===== config.mk =====
export PLATFORM = sky130hd
export DESIGN_NAME = rx_err_status
export DESIGN_NICKNAME = d
export VERILOG_FILES = /design/src/rtl/rx_err_status.sv
export SDC_FILE = /design/constraint.sdc
export NUM_CORES = 1
export LEC_CHECK = 0
export ABC_AREA = 1
export CORE_AREA = 4 4 41 43
export CTS_CLUSTER_SIZE = 28
export DETAILED_ROUTE_END_ITERATION = 16
export DIE_AREA = 0 0 45 47
export GPL_TIMING_DRIVEN = 0
export RECOVER_POWER = 50
export SYNTH_ARGS = -nofsm -noshare
export SYNTH_HDL_FRONTEND = slang
export SYNTH_SLANG_ARGS = --single-unit

===== constraint.sdc =====
create_clock -name clk -period 0.8 [get_ports clk]
set_input_delay 0.16 -clock clk [delete_from_list [all_inputs] [get_ports clk]]
set_output_delay 0.16 -clock clk [all_outputs]
set_load 0.005 [all_outputs]

===== src/rtl/rx_err_status.sv =====
module rx_err_status #(
  parameter int FW = 3
) (
  input  logic          clk,
  input  logic          rst_n,
  input  logic          blk_mode,
  input  logic          acc_on_read,
  input  logic          wr_stb,
  input  logic [FW-1:0] wr_flags,
  input  logic          top_valid,
  input  logic [FW-1:0] top_flags,
  input  logic          rd_stb,
  input  logic          clr_err,
  input  logic          rx_rst,
  output logic [FW-1:0] status
);

  logic [FW-1:0] acc_q;
  logic [1:0]    mode_q;
  logic          mode_chg;
  logic          wipe;
  logic          wr_take;
  logic          rd_take;
  logic [FW-1:0] fresh;

  assign mode_chg = {blk_mode, acc_on_read} != mode_q;
  assign wipe     = clr_err | rx_rst | mode_chg;
  assign wr_take  = !acc_on_read && wr_stb;
  assign rd_take  = acc_on_read && rd_stb && top_valid;
  assign fresh    = (wr_take ? wr_flags : '0) | (rd_take ? top_flags : '0);

  always_ff @(posedge clk or negedge rst_n) begin
    if (!rst_n) begin
      acc_q  <= '0;
      mode_q <= 2'b00;
    end else begin
      acc_q  <= (wipe ? '0 : acc_q) | fresh;
      mode_q <= {blk_mode, acc_on_read};
    end
  end

  assign status = blk_mode ? acc_q : (top_valid ? top_flags : '0);

  p_char_empty_r2: assert property (@(posedge clk) disable iff (!rst_n)
    (!blk_mode && !top_valid) |-> (status == '0));

  p_wr_capture_r3: assert property (@(posedge clk) disable iff (!rst_n)
    (!acc_on_read && wr_stb) |=> ((acc_q & $past(wr_flags)) == $past(wr_flags)));

  p_rd_capture_r4: assert property (@(posedge clk) disable iff (!rst_n)
    (acc_on_read && rd_stb && top_valid) |=> ((acc_q & $past(top_flags)) == $past(top_flags)));

  p_rd_side_quiet_r4: assert property (@(posedge clk) disable iff (!rst_n)
    (acc_on_read && !(rd_stb && top_valid) && !clr_err && !rx_rst && !mode_chg) |=> $stable(acc_q));

  p_sticky_r5: assert property (@(posedge clk) disable iff (!rst_n)
    (!clr_err && !rx_rst && !mode_chg) |=> ((acc_q & $past(acc_q)) == $past(acc_q)));

  p_clear_r6: assert property (@(posedge clk) disable iff (!rst_n)
    ((clr_err || rx_rst) && !(!acc_on_read && wr_stb) && !(acc_on_read && rd_stb && top_valid))
      |=> (acc_q == '0));

  p_mode_clear_r8: assert property (@(posedge clk) disable iff (!rst_n)
    (mode_chg && !wr_stb && !rd_stb) |=> (acc_q == '0));

endmodule


==> metrics.txt, run 1 <==
status complete, but fails checks; failing checks setup timing; synthesis-stage register bit count 5; initial cell density of the core 0.217; Netlist Area Pre-Place 283 sq um; FP Rows 13; Die W 45 um; initial antenna violation count 0; Post-CTS Hold Fix Bufs 0; highest net fanout along the worst path 2; Overflow after GRT 0; Least-Margin Pin Slew approximately 0.24 ns; skew final between 0.0008 and 0.0009 ns; total negative setup slack -0.783 ns; critical path class reg -> out; max_cap viols 0; Final Hold Fails 0; CTS Buf Count 3; DRC violation count after routing 0; met1 WL 361 um; CTS tree built; PortBufs 17; IO Count 18; via count about 350; syn_area_per_cell 6.58 sq um; element type at the critical path end output pin; RSZ-0062 raised after global routing yes; CP required 0.64 ns; drt wl/cell 10.1 um; Slew headroom 0.842; Layout area overhead 85.0%; GPL Wtd Cong 0.721; cell count after synthesis between 40 and 50; Period minus WS final around 1.0 ns; crit share post-route 1.29; placed cell areas about 470 sq um; CTS root buffer clkbuf_4; Final WS setup -0.232 ns; clk buf depth 2; Setup Slack @ Placement -0.906 ns; worst vdd ir 0.000739 V; worst path arrival time 0.87 ns; Pwr Density 1390 mW/mm^2; routed wire length between 800 and 900 um; vias in the first global route 324; GR Util All Layers 0.0921; die area 0.00212 sq mm; Sink Count 5; P_leak 0.290 nW; # nets final 85; Synth cell types 8; DRT iter0 DRCs 3; top layer in use met3; final setup fails 6; TritonRoute pass-1 iters 3; antenna fix cells 0; largest net degree at the start of global routing 8; WL met3 approximately 72 um; first-pass GRT wire length 1.34 mm; Final Instance Area 523 sq um; fmax between 900 and 1000 MHz; Post-DP HPWL about 630 um; met2 WL post-DR 415 um; worst-case hold slack 0.216 ns; clock latency on the worst-skew pair ~0.24 ns; register area share after synthesis 0.442; sequential cell area 125 sq um; Hold Path Class in -> async; YS warnings 0; syn_nets between 50 and 60; Detail Route Antenna Nets 0; most common cell after layout, fill and taps aside nand2_1; most frequent cells in the layout nand2_1, inv_1, nor2_1, clkdlybuf4s50_1; Die Height 47 um; crit start category register; Multi-input gate area between 100 and 150 sq um; clk slew on worst S/H paths approximately 0.040 ns; layout cells sized above 1 0.203; Filler Cell Count 141; core box area around 0.0013 sq mm; H-tree levels 1; Via density 4.18; Slew Viols, Final 0
-- layout make-up --
type	instances	share of cell area
repair buffers	22	0.359
multi-input cells	29	0.251
flip-flops and latches	5	0.239
inverters	9	0.0646
clock buffers	4	0.0502
well taps	15	0.0359
-- cells by family (layout without fill, tap and decap cells) --
group           Yosys count  after routing  synth area share
buf+inv                   9             35             0.119
flops                     5              5             0.442
compound gates            6              6             0.106
simple gates             23             23             0.332
-- cells in the mapped netlist --
cell	number	area (sq um)
nor2_1	7	26.3
nand3_1	4	20.0
inv_1	9	33.8
nand2_1	11	41.3
nor2_2	1	6.26
o21ai_0	3	15.0
a21oi_1	3	15.0
dfrtp_1	5	125
-- worst paths after layout --
kind,startpoint,end,cells after the start,slack (ns)
hold / removal,rst_n,mode_q[0]$_DFF_PN0_,1,0.22
setup reg to reg,mode_q[1]$_DFF_PN0_,acc_q[2]$_DFF_PN0_,6,-0.05
min in group clk,blk_mode,mode_q[1]$_DFF_PN0_,1,0.24
hold reg to reg,acc_q[2]$_DFF_PN0_,acc_q[2]$_DFF_PN0_,2,0.50
setup / recovery,acc_q[1]$_DFF_PN0_,status[1],3,-0.23
max in group asynchronous,rst_n,acc_q[1]$_DFF_PN0_,1,0.39
-- report_power, final --
group	internal (mW)	switching, mW	leakage (nW)
logic	0.0954	0.0695	0.212
registers	0.269	0.00717	0.0628
clock network	0.188	0.0997	0.0150
total	0.553	0.176	0.290
-- per-layer routing --
metal	track usage	vias to the layer above
met5	0	-
li1	-	185
met3	0.0498	0
met4	0.0351	0
met2	0.150	9
met1	0.102	157
-- critical path: stages (launching register included) --
cell and delay, ns:
dfrtp_1 0.37, nand2_1 0.07, o21ai_1 0.06, buf_2 0.13
-- per-stage QoR --
stage	power [mW]	std cells	util
after floorplan	0.328	43	-
after global placement	0.437	75	0.363
after detailed placement	0.440	75	0.363
after CTS	0.734	83	0.392
after global routing	0.784	84	0.402
final	0.729	84	0.402
-- state kept, by name, indices dropped and copies added, names as in the netlist --
| name | flops |
|---|---|
| acc_q | 3 |
| mode_q | 2 |
-- repair_timing --
item,4_1_cts,5_1_grt
pin swaps,5,0
gates cloned,0,0
setup endpoints to repair,6,6
resized for setup,24,1
buffers inserted,4,1
hold endpoints to repair,0,0
Note: power is estimated with default switching activity, not from simulation.
==> run 2, diff against run 1 <==
--- a/config.mk
+++ b/config.mk
@@ -6,11 +6,13 @@
 export NUM_CORES = 1
 export LEC_CHECK = 0
 export ABC_AREA = 1
-export CORE_AREA = 4 4 41 43
+export CAP_MARGIN = 30
+export CORE_AREA = 3 3 40 42
 export CTS_CLUSTER_SIZE = 28
 export DETAILED_ROUTE_END_ITERATION = 16
-export DIE_AREA = 0 0 45 47
+export DIE_AREA = 0 0 43 45
 export GPL_TIMING_DRIVEN = 0
+export PLACE_DENSITY_LB_ADDON = 0.05
 export RECOVER_POWER = 50
 export SYNTH_ARGS = -nofsm -noshare
 export SYNTH_HDL_FRONTEND = slang
==> metrics.txt, run 2 (synthesis results as in run 1) <==
status complete, but fails checks; failing checks setup timing; CP required 0.64 ns (about the same); fmax 977 MHz (+0.84%); Hold Path Class in -> reg; Overflow after GRT 0 (unchanged); largest net degree at the start of global routing 8 (unchanged); total negative setup slack -0.720 ns (+0.0627 ns); max reg flops 3 (unchanged); worst vdd ir 0.000767 V (+3.7%); DRT iter0 DRCs 2 (-1); CTS root buffer clkbuf_4; post-layout util 0.400 (-0.00173); R2R Setup Slk -0.03 ns (+0.02 ns); CTS Buf Count 3 (unchanged); crit path cell chain nand2_1 > o21ai_1 > buf_2; # nets final 85 (unchanged); IO Count 18 (unchanged); antenna fix cells 0 (unchanged); most common cell after layout, fill and taps aside nand2_1; skew final 0.000752 ns (-0.000109 ns); die area 0.00194 sq mm (-8.5%); Slew headroom 0.840 (-0.00228); CP max-delay cell dfrtp_1; worst-case hold slack 0.121 ns (-0.0949 ns); GPL Wtd Cong 0.653 (-9.4%); slowest stage delay, CP 0.37 ns (about the same); clk slew on worst S/H paths 0.04 ns (about the same); most frequent cells in the layout nand2_1, inv_1, clkdlybuf4s50_1, nor2_1; vias in the first global route 318 (-1.9%); via count 355 (+1.1%); Post-DP HPWL 694 um (+9.8%); non-filler cells in the finished layout 84 (unchanged); Die Height 45 um (-4.3%); Die W 43 um (-4.4%); worst path arrival time 0.86 ns (about the same); Sink Count 5 (unchanged); clk buf depth 2 (unchanged); P_leak 0.288 nW (-0.66%); max_cap viols 0 (unchanged); crit start category register; critical path class reg -> out; Via density 4.23 (+1.1%); initial antenna violation count 0 (unchanged); DRC violation count after routing 0 (unchanged); element type at the critical path end output pin; drt wl/cell 9.77 um (-3.3%); final setup fails 6 (unchanged); Layout area overhead 81.9%; RSZ-0062 raised after global routing yes; Detail Route Antenna Nets 0 (unchanged); GR Util All Layers 0.105 (+0.0125); FP Rows 13 (unchanged); routed wire length 821 um (-3.3%); clock latency on the worst-skew pair 0.24 ns (about the same); core box area 0.00128 sq mm (-1.3%); Worst path top cell family by delay flip-flops; Slew Viols, Final 0 (unchanged); Placed Cells 75 (unchanged); layout cells sized above 1 0.217 (+0.0145); TritonRoute pass-1 iters 3 (unchanged); Pwr Density 1410 mW/mm^2 (+1.4%); Largest Register acc_q; PortBufs 17 (unchanged); initial cell density of the core 0.220 (+0.00275); Final WS setup -0.223 ns (+0.00863 ns); H-tree levels 1 (unchanged); crit path buf inv count 1 (unchanged); crit share post-route 1.28 (-0.0108); Period minus WS final 1.02 ns (-0.00863 ns); CTS tree built; first-pass GRT wire length 1.39 mm (+3.6%); top flop regs acc_q: 3 flops, mode_q: 2 flops; highest net fanout along the worst path 2 (unchanged); Final Hold Fails 0 (unchanged); Least-Margin Pin Slew 0.239 ns (+0.00340 ns)
## run 2: cell types whose count changed in the layout (fill, tap and decap cells not counted)
cell             delta
clkdlybuf4s15_2     -1
nor2_1              -1
nor2_4              -1
nor2_2              +2
clkbuf_2            +1
## run 2: path summary, 6_finish.rpt
check                                 endpoint  cells after the start           startpoint
hold / removal             mode_q[1]$_DFF_PN0_                      1             blk_mode
setup reg to reg            acc_q[2]$_DFF_PN0_                      5  mode_q[1]$_DFF_PN0_
hold reg to reg             acc_q[2]$_DFF_PN0_                      2   acc_q[2]$_DFF_PN0_
min in group asynchronous   acc_q[1]$_DFF_PN0_                      1                rst_n
setup / recovery                     status[2]                      3   acc_q[2]$_DFF_PN0_
max in group asynchronous  mode_q[1]$_DFF_PN0_                      1                rst_n
## run 2: layout make-up
cell class / count / area (sq um)
fill: 147 / 771
timing repair buffer: 22 / 181
multi-input combinational: 29 / 129
sequential: 5 / 125
inverter: 9 / 33.8
clock buffer: 4 / 26.3
tap: 15 / 18.8
## run 2: repair_timing
action	CTS	global route
setup endpoints to repair	6	6
setup buffers	5	0
hold buffers	0	0
pin swaps	7	1
resized for setup	23	2
## run 2: power breakdown
part	switching, mW	total, mW	internal [mW]
clock network	0.104	0.293	0.189
registers	0.00639	0.276	0.269
logic	0.0662	0.159	0.0926
total	0.177	0.727	0.550
## run 2: metrics by stage
| step | instance area (sq um) | total power [mW] | setup slack [ns] |
|---|---|---|---|
| after floorplan | 283 | 0.328 | 0.0484 |
| after global placement | 472 | 0.441 | -0.914 |
| after detailed placement | 472 | 0.441 | -0.918 |
| after CTS | 518 | 0.750 | -0.249 |
| after global routing | 514 | 0.788 | -0.294 |
| final | 514 | 0.727 | -0.223 |
## run 2: worst reg2reg max path, cell delays in order, from the launching register on
cell and delay [ns]:
dfrtp_1 0.35, inv_1 0.06, nor2_1 0.05, nor2_2 0.15
nand3_1 0.10, nand2_1 0.06
## run 2: per-layer routing
layer  global-route usage  up-vias  wire length, um
li1                     -      181                -
met1                0.103      162              321
met2                0.165       12              409
met3               0.0876        0               90
met4               0.0361        0                0
met5                    0        -                0
==> run 3, diff against run 2 <==
==> constraint.sdc (replaced) <==
create_clock -name clk -period 1.1 [get_ports clk]
set_input_delay 0.22 -clock clk [delete_from_list [all_inputs] [get_ports clk]]
set_output_delay 0.22 -clock clk [all_outputs]
set_load 0.005 [all_outputs]
==> metrics.txt, run 3 (synthesis results as in run 1) <==
Die Height 45 um (unchanged); sequential cell area 125 sq um (unchanged); fmax 923 MHz; Largest Register acc_q; GR Util All Layers 0.103 (-0.00167); Setup Slack @ Placement -0.738 ns (+0.180 ns); antenna fix cells 0 (unchanged); Layout area overhead 85.4%; status complete, no violations; first-pass GRT wire length 1.39 mm (unchanged); most common cell after layout, fill and taps aside nand2_1; critical path class reg -> out; GPL Wtd Cong 0.653 (unchanged); final setup fails 0 (-6); crit share post-route 0.985; PortBufs 17 (unchanged); Placed Cells 75 (unchanged); drt wl/cell 9.64 um (-1.4%); Final WS setup 0.0169 ns (+0.240 ns); FP Rows 13 (unchanged); Post-DP HPWL 694 um (unchanged); clk buf depth 2 (unchanged); Slew headroom 0.841 (about the same); most frequent cells in the layout nand2_1, inv_1, nor2_1, clkdlybuf4s50_1, buf_4; H-tree levels 1 (unchanged); CP max-delay cell dfrtp_1; non-filler cells in the finished layout 85 (+1.2%); Sink Count 5 (unchanged); Hold Path Class in -> reg; Filler Cell Count 146 (-0.68%); Overflow after GRT 0 (unchanged); routed wire length 819 um (-0.24%); worst vdd ir 0.000710 V (-7.4%); total negative setup slack 0 ns (+0.720 ns); TritonRoute pass-1 iters 4 (+1); Multi-input gate area 130 sq um (+0.97%); Die W 43 um (unchanged); CTS Buf Count 3 (unchanged); via count 362 (+2.0%); Worst path top cell family by delay flip-flops; vias in the first global route 317 (-0.31%); initial cell density of the core 0.220 (unchanged); top flop regs acc_q: 3 flops, mode_q: 2 flops; Detail Route Antenna Nets 0 (unchanged); Period minus WS final 1.08 ns; die area 0.00194 sq mm (unchanged); IO Count 18 (unchanged); crit path cell chain nand2_1 > o21ai_1 > buf_2; # nets final 86 (+1.2%); RSZ-0062 raised after global routing yes; Least-Margin Pin Slew 0.238 ns (-0.00117 ns); crit start category register; DRT iter0 DRCs 3 (+1); largest net degree at the start of global routing 8 (unchanged); CTS root buffer clkbuf_4; layout cells sized above 1 0.229 (+0.0112); CP required 0.88 ns (+0.24 ns); CTS tree built; worst path arrival time 0.86 ns (about the same); slowest stage delay, CP 0.37 ns (about the same); crit path buf inv count 1 (unchanged); Via density 4.26 (+0.77%); initial antenna violation count 0 (unchanged); element type at the critical path end output pin; P_leak 0.292 nW (+1.3%); DRC violation count after routing 0 (unchanged); core box area 0.00128 sq mm (unchanged); skew final 0.000762 ns (+0.0000104 ns); clock latency on the worst-skew pair 0.24 ns (about the same); Slew Viols, Final 0 (unchanged); R2R Setup Slk 0.28 ns (+0.31 ns); Pwr Density 1020 mW/mm^2 (-28%); max_cap viols 0 (unchanged); max reg flops 3 (unchanged); highest net fanout along the worst path 2 (unchanged); clk slew on worst S/H paths 0.04 ns (about the same); Final Hold Fails 0 (unchanged)
[run 3: cell type report]
type | count | area share
inverter | 9 | 0.0644
tap | 15 | 0.0358
multi-input combinational | 29 | 0.248
timing repair buffer | 23 | 0.363
sequential | 5 | 0.239
clock buffer | 4 | 0.0501
[run 3: stage by stage]
stage | instance area [sq um] | hold slack, ns | power, mW | utilization
floorplan | 283 | -0.0756 | 0.239 | -
global placement | 472 | 0.468 | 0.321 | 0.367
detailed placement | 472 | 0.463 | 0.321 | 0.367
CTS | 512 | 0.202 | 0.543 | 0.398
global route | 524 | 0.180 | 0.579 | 0.408
finish | 524 | 0.177 | 0.533 | 0.408
[run 3: report_power, final]
part | total [mW] | switching (mW) | leakage [nW] | internal (mW)
combinational | 0.120 | 0.0491 | 0.214 | 0.0708
clock | 0.212 | 0.0753 | 0.0150 | 0.137
sequential | 0.200 | 0.00464 | 0.0628 | 0.196
[run 3: what timing repair did]
action                                  4_1_cts  5_1_grt
hold buffers                                  0        0
setup buffers                                 4        2
endpoints found under the setup margin        3        6
pin swaps                                     3        0
gates resized for setup                      23        2
[run 3: layer usage]
metal / up-vias / global-route usage / wire, um
met3: 0 / 0.0876 / 91
li1: 184 / - / -
met2: 12 / 0.165 / 408
met1: 166 / 0.105 / 318
met5: - / 0 / 0
met4: 0 / 0.0181 / 0
[run 3: worst reg2reg max path, cell delays in order (launching register included)]
cell,delay (ns)
dfrtp_1,0.37
nand2_1,0.06
nand2_1,0.06
nor2_2,0.12
nand3_1,0.09
nand2_1,0.06
[run 3: worst paths after layout]
check	from	endpoint	cells after the start
setup / recovery	acc_q[2]$_DFF_PN0_	status[2]	3
hold / removal	acc_on_read	mode_q[0]$_DFF_PN0_	1
setup reg to reg	mode_q[0]$_DFF_PN0_	acc_q[2]$_DFF_PN0_	5
hold reg to reg	acc_q[2]$_DFF_PN0_	acc_q[2]$_DFF_PN0_	2
max in group asynchronous	rst_n	mode_q[1]$_DFF_PN0_	1
min in group asynchronous	rst_n	acc_q[1]$_DFF_PN0_	1
